## config.mk

```make
export PLATFORM = sky130hd
export DESIGN_NAME = bru_branch_unit
export DESIGN_NICKNAME = d
export VERILOG_FILES = /design/src/rtl/bru_pkg.sv /design/src/rtl/bru_cond_eval.sv /design/src/rtl/bru_disp_build.sv /design/src/rtl/bru_target_gen.sv /design/src/rtl/bru_branch_unit.sv
export SDC_FILE = /design/constraint.sdc
export NUM_CORES = 1
export LEC_CHECK = 0
export CORE_MARGIN = 2
export CORE_UTILIZATION = 39
export CTS_CLUSTER_SIZE = 25
export DETAILED_ROUTE_END_ITERATION = 16
export HOLD_SLACK_MARGIN = 0.15
export PLACE_DENSITY_LB_ADDON = 0.15
export SLEW_MARGIN = 0
export SYNTH_ARGS = -nofsm -noshare
export SYNTH_HDL_FRONTEND = slang
export SYNTH_SLANG_ARGS = --single-unit
```

## constraint.sdc

```tcl
create_clock -name clk -period 0.8 [get_ports clk]
set_input_delay 0.16 -clock clk [delete_from_list [all_inputs] [get_ports clk]]
set_output_delay 0.16 -clock clk [all_outputs]
set_load 0.02 [all_outputs]
```

## src/rtl/bru_pkg.sv

```systemverilog
package bru_pkg;

  localparam int unsigned CC_W = 4;

  typedef enum logic [CC_W-1:0] {
    CC_ALWAYS = 4'd0,
    CC_EQ     = 4'd1,
    CC_NE     = 4'd2,
    CC_GT     = 4'd3,
    CC_GE     = 4'd4,
    CC_LT     = 4'd5,
    CC_LE     = 4'd6,
    CC_UGT    = 4'd7,
    CC_UGE    = 4'd8,
    CC_ULT    = 4'd9,
    CC_ULE    = 4'd10
  } cc_e;

  localparam logic [CC_W-1:0] CC_LAST_VALID = 4'd10;

  typedef struct packed {
    logic n;
    logic z;
    logic v;
    logic c;
  } flags_t;

  // Signed "less than" derived from the sign and overflow flags.
  function automatic logic signed_lt(flags_t f);
    return f.n ^ f.v;
  endfunction

  function automatic logic cond_holds(logic [CC_W-1:0] cc, flags_t f);
    logic lt_s;
    lt_s = signed_lt(f);
    case (cc)
      CC_ALWAYS: return 1'b1;
      CC_EQ:     return f.z;
      CC_NE:     return ~f.z;
      CC_GT:     return ~f.z & ~lt_s;
      CC_GE:     return ~lt_s;
      CC_LT:     return lt_s;
      CC_LE:     return f.z | lt_s;
      CC_UGT:    return ~f.z & ~f.c;
      CC_UGE:    return ~f.c;
      CC_ULT:    return f.c;
      CC_ULE:    return f.z | f.c;
      default:   return 1'b0;
    endcase
  endfunction

endpackage

```

## src/rtl/bru_cond_eval.sv

```systemverilog
module bru_cond_eval
  import bru_pkg::*;
(
  input  logic [CC_W-1:0] cc_i,
  input  flags_t          flags_i,
  output logic            take_o,
  output logic            cc_known_o
);

  always_comb begin
    take_o     = cond_holds(cc_i, flags_i);
    cc_known_o = (cc_i <= CC_LAST_VALID);
  end

endmodule

```

## src/rtl/bru_disp_build.sv

```systemverilog
module bru_disp_build #(
  parameter int unsigned PC_W   = 24,
  parameter int unsigned DISP_W = 7,
  parameter int unsigned PFX_W  = 13
) (
  input  logic [DISP_W-1:0] disp_i,
  input  logic [1:0]        pfx_cnt_i,
  input  logic [PFX_W-1:0]  pfx_first_i,
  input  logic [PFX_W-1:0]  pfx_second_i,
  output logic [PC_W-1:0]   offset_o
);

  localparam int unsigned W0   = DISP_W + 1;
  localparam int unsigned W1   = PFX_W + DISP_W + 1;
  localparam int unsigned HI_W = PC_W - W1;

  logic [W0-1:0]   raw0;
  logic [W1-1:0]   raw1;
  logic [PC_W-1:0] off0, off1, off2;

  always_comb begin
    raw0 = {disp_i, 1'b0};
    raw1 = {pfx_first_i, disp_i, 1'b0};
    off0 = {{(PC_W-W0){raw0[W0-1]}}, raw0};
    off1 = {{(PC_W-W1){raw1[W1-1]}}, raw1};
    off2 = {pfx_first_i[HI_W-1:0], pfx_second_i, disp_i, 1'b0};
    case (pfx_cnt_i)
      2'd0:    offset_o = off0;
      2'd1:    offset_o = off1;
      default: offset_o = off2;
    endcase
  end

endmodule

```

## src/rtl/bru_target_gen.sv

```systemverilog
module bru_target_gen #(
  parameter int unsigned PC_W = 24
) (
  input  logic [PC_W-1:0] pc_i,
  input  logic            reg_mode_i,
  input  logic [PC_W-1:0] base_i,
  input  logic [PC_W-1:0] disp_off_i,
  output logic [PC_W-1:0] target_o
);

  localparam logic [PC_W-1:0] STEP = PC_W'(2);
  localparam logic [PC_W-1:0] LSB  = PC_W'(1);

  function automatic logic [PC_W-1:0] add_wrap(logic [PC_W-1:0] a,
                                               logic [PC_W-1:0] b);
    return a + b;
  endfunction

  logic [PC_W-1:0] next_pc;
  logic [PC_W-1:0] sel_off;

  always_comb begin
    next_pc  = add_wrap(pc_i, STEP);
    sel_off  = reg_mode_i ? (base_i & ~LSB) : disp_off_i;
    target_o = add_wrap(next_pc, sel_off);
  end

endmodule

```

## src/rtl/bru_branch_unit.sv

```systemverilog
module bru_branch_unit
  import bru_pkg::*;
#(
  parameter int unsigned PC_W   = 24,
  parameter int unsigned DISP_W = 7,
  parameter int unsigned PFX_W  = 13
) (
  input  logic              clk,
  input  logic              rst_n,
  input  logic              br_valid_i,
  input  logic [PC_W-1:0]   pc_i,
  input  logic [CC_W-1:0]   cc_i,
  input  logic [DISP_W-1:0] disp_i,
  input  logic [1:0]        pfx_cnt_i,
  input  logic [PFX_W-1:0]  pfx_first_i,
  input  logic [PFX_W-1:0]  pfx_second_i,
  input  logic              reg_mode_i,
  input  logic [PC_W-1:0]   base_i,
  input  logic              delayed_i,
  input  logic              flag_n_i,
  input  logic              flag_z_i,
  input  logic              flag_v_i,
  input  logic              flag_c_i,
  output logic              res_valid_o,
  output logic              taken_o,
  output logic [PC_W-1:0]   target_o,
  output logic              slot_run_o,
  output logic              flush_o
);

  flags_t          flags_w;
  logic            take_w;
  logic            cc_known_w;
  logic [PC_W-1:0] disp_off_w;
  logic [PC_W-1:0] target_w;
  logic            take_ev;
  logic            flush_ev;
  logic            slot_ev;

  assign flags_w = '{n: flag_n_i, z: flag_z_i, v: flag_v_i, c: flag_c_i};

  bru_cond_eval u_cond (
    .cc_i       (cc_i),
    .flags_i    (flags_w),
    .take_o     (take_w),
    .cc_known_o (cc_known_w)
  );

  bru_disp_build #(.PC_W(PC_W), .DISP_W(DISP_W), .PFX_W(PFX_W)) u_disp (
    .disp_i       (disp_i),
    .pfx_cnt_i    (pfx_cnt_i),
    .pfx_first_i  (pfx_first_i),
    .pfx_second_i (pfx_second_i),
    .offset_o     (disp_off_w)
  );

  bru_target_gen #(.PC_W(PC_W)) u_tgt (
    .pc_i       (pc_i),
    .reg_mode_i (reg_mode_i),
    .base_i     (base_i),
    .disp_off_i (disp_off_w),
    .target_o   (target_w)
  );

  // Named events for the registers and the assertions.
  assign take_ev  = br_valid_i & take_w & cc_known_w;
  assign slot_ev  = br_valid_i & delayed_i;
  assign flush_ev = take_ev & ~delayed_i;

  always_ff @(posedge clk or negedge rst_n) begin
    if (!rst_n) begin
      res_valid_o <= 1'b0;
      taken_o     <= 1'b0;
      target_o    <= '0;
      slot_run_o  <= 1'b0;
      flush_o     <= 1'b0;
    end else begin
      res_valid_o <= br_valid_i;
      taken_o     <= take_ev;
      target_o    <= br_valid_i ? target_w : '0;
      slot_run_o  <= slot_ev;
      flush_o     <= flush_ev;
    end
  end

  a_r12_idle_quiet: assert property (@(posedge clk) disable iff (!rst_n)
    !res_valid_o |-> (!taken_o && !flush_o && !slot_run_o && target_o == '0));

  a_r11_flush_needs_taken: assert property (@(posedge clk) disable iff (!rst_n)
    flush_o |-> (taken_o && !slot_run_o));

  a_r10_slot_excludes_flush: assert property (@(posedge clk) disable iff (!rst_n)
    slot_run_o |-> (!flush_o && res_valid_o));

  a_r2_target_parity: assert property (@(posedge clk) disable iff (!rst_n)
    res_valid_o |-> (target_o[0] == $past(pc_i[0])));

  a_r6_always_taken: assert property (@(posedge clk) disable iff (!rst_n)
    (res_valid_o && $past(cc_i) == CC_ALWAYS) |-> taken_o);

  a_r9_reserved_never: assert property (@(posedge clk) disable iff (!rst_n)
    (res_valid_o && $past(cc_i) > CC_LAST_VALID) |-> (!taken_o && !flush_o));

endmodule

```

After elaboration in Yosys (flattened, before gate mapping)
Cells that the tools add are included.

Register bits: 28. Input port bits: 96. Output and inout bits: 28. Word-level logic and storage cells: 38.

Add/subtract/negate cells: 2. $lt $le $gt $ge: 1. Eq/ne operators: 11. Muxes and demuxes: 4. Bitwise logic cells: 13. Reductions and logical operators: 2.

Operator list (number): 24-bit two-way mux (2); 24-bit one-hot mux with 2 select lines (1); 24-bit by 2-bit adder with 24-bit output, second input constant (1); 24-bit adder (1); 4-bit by 3-bit == test with 1-bit output, second input constant (4); 4-bit == test, second input constant (3); 1-bit one-hot mux with 11 select lines (1); 4-bit by 2-bit == test with 1-bit output, second input constant (2); 1-bit AND (6); 4-bit by 1-bit == test with 1-bit output, second input constant (1); 4-bit less-or-equal comparator, second input constant (1); 4-bit zero test (1); 1-bit inverter (4); 2-bit by 1-bit == test with 1-bit output, second input constant (1); 2-bit zero test (1); 1-bit bitwise OR (2); 1-bit XOR (1).

Logic depth before layout (Yosys ltp)
Word-level depth: 7. Depth in mapped cells: 14. Gate-level depth less buffers: 12.

Cells and area by module
Synthesis repeated with hierarchy kept, for this count alone.

Cells, all modules: 337. Area, all modules: 3171.8 um^2.

Modules (own cells, without submodules): bru_target_gen (times used 1, cells each 199, area an instance 1707.9 um^2, sequential area each 0.0 um^2); bru_branch_unit (times used 1, cells each 57, area an instance 922.1 um^2, sequential area each 700.7 um^2); bru_disp_build (times used 1, cells each 60, area an instance 410.4 um^2, sequential area each 0.0 um^2); bru_cond_eval (times used 1, cells each 21, area an instance 131.4 um^2, sequential area each 0.0 um^2).

Least setup slack after synthesis
No wires, ideal clock.

Path kind: input to register. Start point: input port reg_mode_i. End point: register target_o[22]. Library setup time: 0.132 ns. Data arrival time: 2.767 ns. Path slack: -2.099 ns. Stages: 13. Cells stage by stage: clkbuf_1 > clkbuf_1 > mux2i_1 > ha_1 > inv_1 > ha_1 > fa_1 > a211oi_1 > o21ai_0 > a21oi_1 > o2111ai_1 > xnor2_1 > nor2_1.

Longest elaborated chain between the ends: 3.

Ends and longest elaborated chain: start, declared (line bru_branch_unit.sv:17) `input logic reg_mode_i,`; 24-bit two-way mux (line bru_target_gen.sv:24) `sel_off = reg_mode_i ? (base_i & ~LSB) : disp_off_i;`; 24-bit adder (line bru_target_gen.sv:16) `return a + b;`; 24-bit two-way mux (line bru_branch_unit.sv:80) `target_o <= br_valid_i ? target_w : '0;`; end signal, assigned (line bru_branch_unit.sv:80); end, declared (line bru_branch_unit.sv:26) `output logic [PC_W-1:0] target_o,`.

No other way between the ends.

Worst setup path after layout
Start point: input port base_i[3]. End point: register target_o[20].

Longest elaborated chain between the ends: 3.

Ends and longest elaborated chain: start, declared (line bru_branch_unit.sv:18) `input logic [PC_W-1:0] base_i,`; 24-bit two-way mux (line bru_target_gen.sv:24); 24-bit adder (line bru_target_gen.sv:16); 24-bit two-way mux (line bru_branch_unit.sv:80).

No other way between the ends.

==> results.json <==
{
  "final_common_cell": "buf_4",
  "switchingPower_uw": 3590,
  "root_buffer": "clkbuf_8",
  "postLayoutSetupSlackWorst_ns": -1.72,
  "crit_chain": "dlygate4sd2_1, mux2_4, ha_4, fa_2, a211oi_2, buf_4, o21ai_2, a21oi_2, buf_6, buf_6, o311ai_4, xnor2_1, nor2_1",
  "final_cell_mix": "buf_4, clkdlybuf4s50_1, buf_6",
  "cts.sinks": 28,
  "end_kind": "flip-flop",
  "die_h_um": 89.9,
  "clock_power_share": 0.119,
  "grt_pass1_wl_mm": 17.0,
  "synthTopCellsByArea": "dfrtp_1, ha_1, a21oi_1, nand2_1, xnor2_1",
  "grt-ovfl-total": 0,
  "drive_gt1_frac": 0.518,
  "synth-seq-area-share": 0.244,
  "yosys.area.top_type": "dfrtp_1",
  "synth_flop_cell": "dfrtp_1",
  "synth_nets": 485,
  "rsz0062_at_grt": "true",
  "synth_top_area_frac": 0.244,
  "critPathMostFrequentCell": "buf_6",
  "ys_ff_latch": 28,
  "gp_congestion": 0.919,
  "syn_inst": 345,
  "violations": "setup timing",
  "worstSetupPathType": "in -> reg",
  "cts_buffer_depth": 2,
  "synth_warnings": 0,
  "drt-initial-drc-count": 202,
  "fill_cells": 342,
  "die_area_um2": 8080,
  "cap_viol_max_count": 0,
  "vias": 3879,
  "seqPwrFrac": 0.188,
  "core_area_um2": 7210,
  "critPathLaunchType": "input port",
  "synth_edf_count": 0,
  "slew_violations": 0,
  "hold_violations": 0,
  "n_antenna_cell": 0,
  "clk_pin_slew_worst_paths_ns": 0.10,
  "die_width_um": 89.9,
  "peakVddDrop_uv": 899,
  "cts_tree": "built",
  "finalCriticalPeriod_ns": 2.52,
  "power_frac_comb": 0.693,
  "setup_viol": 52,
  "cts_hold_buffers": 0,
  "finalSetupTns_ns": -35.01,
  "fin_util": 0.869,
  "grt_max_degree": 29,
  "p_sw_frac": 0.382,
  "post-route-cell-area_um2": 6270,
  "ios": 124,
  "worstHoldPathType": "in -> async",
  "crit_fanout": 5,
  "max_freq_mhz": 396,
  "detail-route-antenna-nets": 0,
  "tightest_slew_ns": 0.328,
  "placedCellCount": 620,
  "p_int_uw": 5800,
  "power.density_nw_per_um2": 1500,
  "finalNonFillerCells": 665,
  "relSlewSlack": 0.779,
  "holdWs_ns": 0.235,
  "grt_pass1_vias": 3573,
  "synth_area_um2": 2880,
  "status": "complete, but fails checks",
  "num_rows": 31,
  "track_usage": 0.255,
  "crit_start": "base_i[3]",
  "layout.nets": 707,
  "syn_avg_cell_area_um2": 8.33,
  "crit_path_top_delay_cell": "fa_2",
  "leakage_uw": 0.00276,
  "required_ns": 0.97,
  "start_util": 0.399,
  "port_buffers": 122,
  "fin_crit_sh": 3.15,
  "async_flop_share": 1.00,
  "antenna_found_initial": 0,
  "placed_area_um2": 4910,
  "crit_arrival_ns": 2.69,
  "cts_htree_levels": 1,
  "hpwlAfterDp_mm": 7.32,
  "crit_path_max_incr_delay_ns": 0.42,
  "syn_to_final_growth_pct": 118,
  "viasPerCell": 5.83,
  "drt_first_pass_iters": 5,
  "yosys.cell_types.count": 55,
  "routed_wl_mm": 13.9,
  "drc": 0,
  "cts_made_buffers": 3,
  "wl_per_cell_um": 21.0
}
kinds of logic after synthesis:
| kind of cell | count (synthesis) | share of synthesized area |
|---|---|---|
| buffers and inverters | 24 | 0.0413 |
| adder cells (fa/ha/maj) | 44 | 0.194 |
| multiplexers | 10 | 0.0374 |
| XOR/XNOR | 18 | 0.0548 |
| AO/OA/AOI/OAI | 117 | 0.258 |
| AND/OR/NAND/NOR | 104 | 0.171 |
| flip-flops | 28 | 0.244 |
state kept, by name, summed over array words and instances (netlist names):
register	flops
flush_o	1
res_valid_o	1
slot_run_o	1
taken_o	1
target_o	24
layer usage:
| layer | routed length, um | track usage | vias to the layer above |
|---|---|---|---|
| met5 | 0 | 0 | - |
| met4 | 733 | 0.0936 | 0 |
| met3 | 874 | 0.0277 | 77 |
| met2 | 7190 | 0.469 | 241 |
| met1 | 5130 | 0.306 | 1852 |
| li1 | - | - | 1709 |
worst max-delay path: cells and delay by family:
family / cells / cell delay (ns)
muxes: 1 / 0.28
and+or+nand+nor: 1 / 0.07
adders and majority gates: 2 / 0.70
xor gates and xnor gates: 1 / 0.20
buffers and inverters: 4 / 0.66
AOI/OAI and AO/OA: 4 / 0.61
cell type report:
| type | count | area [um2] | share of cell area |
|---|---|---|---|
| flip-flops and latches | 28 | 701 | 0.112 |
| repair buffers | 233 | 2310 | 0.369 |
| clock buffers | 3 | 41.3 | 0.00659 |
| inverters | 7 | 27.5 | 0.00439 |
| multi-input cells | 294 | 3030 | 0.484 |
| clock inverters | 1 | 30.0 | 0.00479 |
| well taps | 99 | 124 | 0.0198 |
synth_stat cells, drive strengths merged, types with 5 or more instances:
cell	number
nand2	40
o21ai	28
a21oi	50
xnor2	15
ha	43
nand4	5
nand2b	9
a211oi	8
buf	8
dfrtp	28
inv	6
nor2	28
a21o	5
mux2	6
clkbuf	9
power by group through the flow:
stage	clock [uW]	sequential (uW)	combinational, uW
3_3_place_gp	0	1740	4390
5_1_grt	1170	1790	6810
2_1_floorplan	0	2050	2110
4_1_cts	1100	1770	5270
3_5_place_dp	0	1750	4420
6_report	1110	1770	6510
repair_timing:
action                     4_1_cts  5_1_grt
gates cloned                     3        2
pin swaps                       84       95
buffers inserted                24       16
resized for setup              305      123
setup endpoints to repair       53       53
path summary, 6_finish.rpt:
check	end	cells past startpoint
max	target_o[20]$_DFF_PN0_	13
min in group clk	res_valid_o$_DFF_PN0_	2
max in group asynchronous	target_o[11]$_DFF_PN0_	2
min	target_o[0]$_DFF_PN0_	2
metrics by stage:
step | total power (uW) | worst slack (ns)
3_3_place_gp | 6130 | -2.36
5_1_grt | 9760 | -1.83
4_1_cts | 8140 | -1.67
6_report | 9390 | -1.72
2_1_floorplan | 4160 | -1.66
3_5_place_dp | 6170 | -2.38
(Power assumes the default switching activity.)
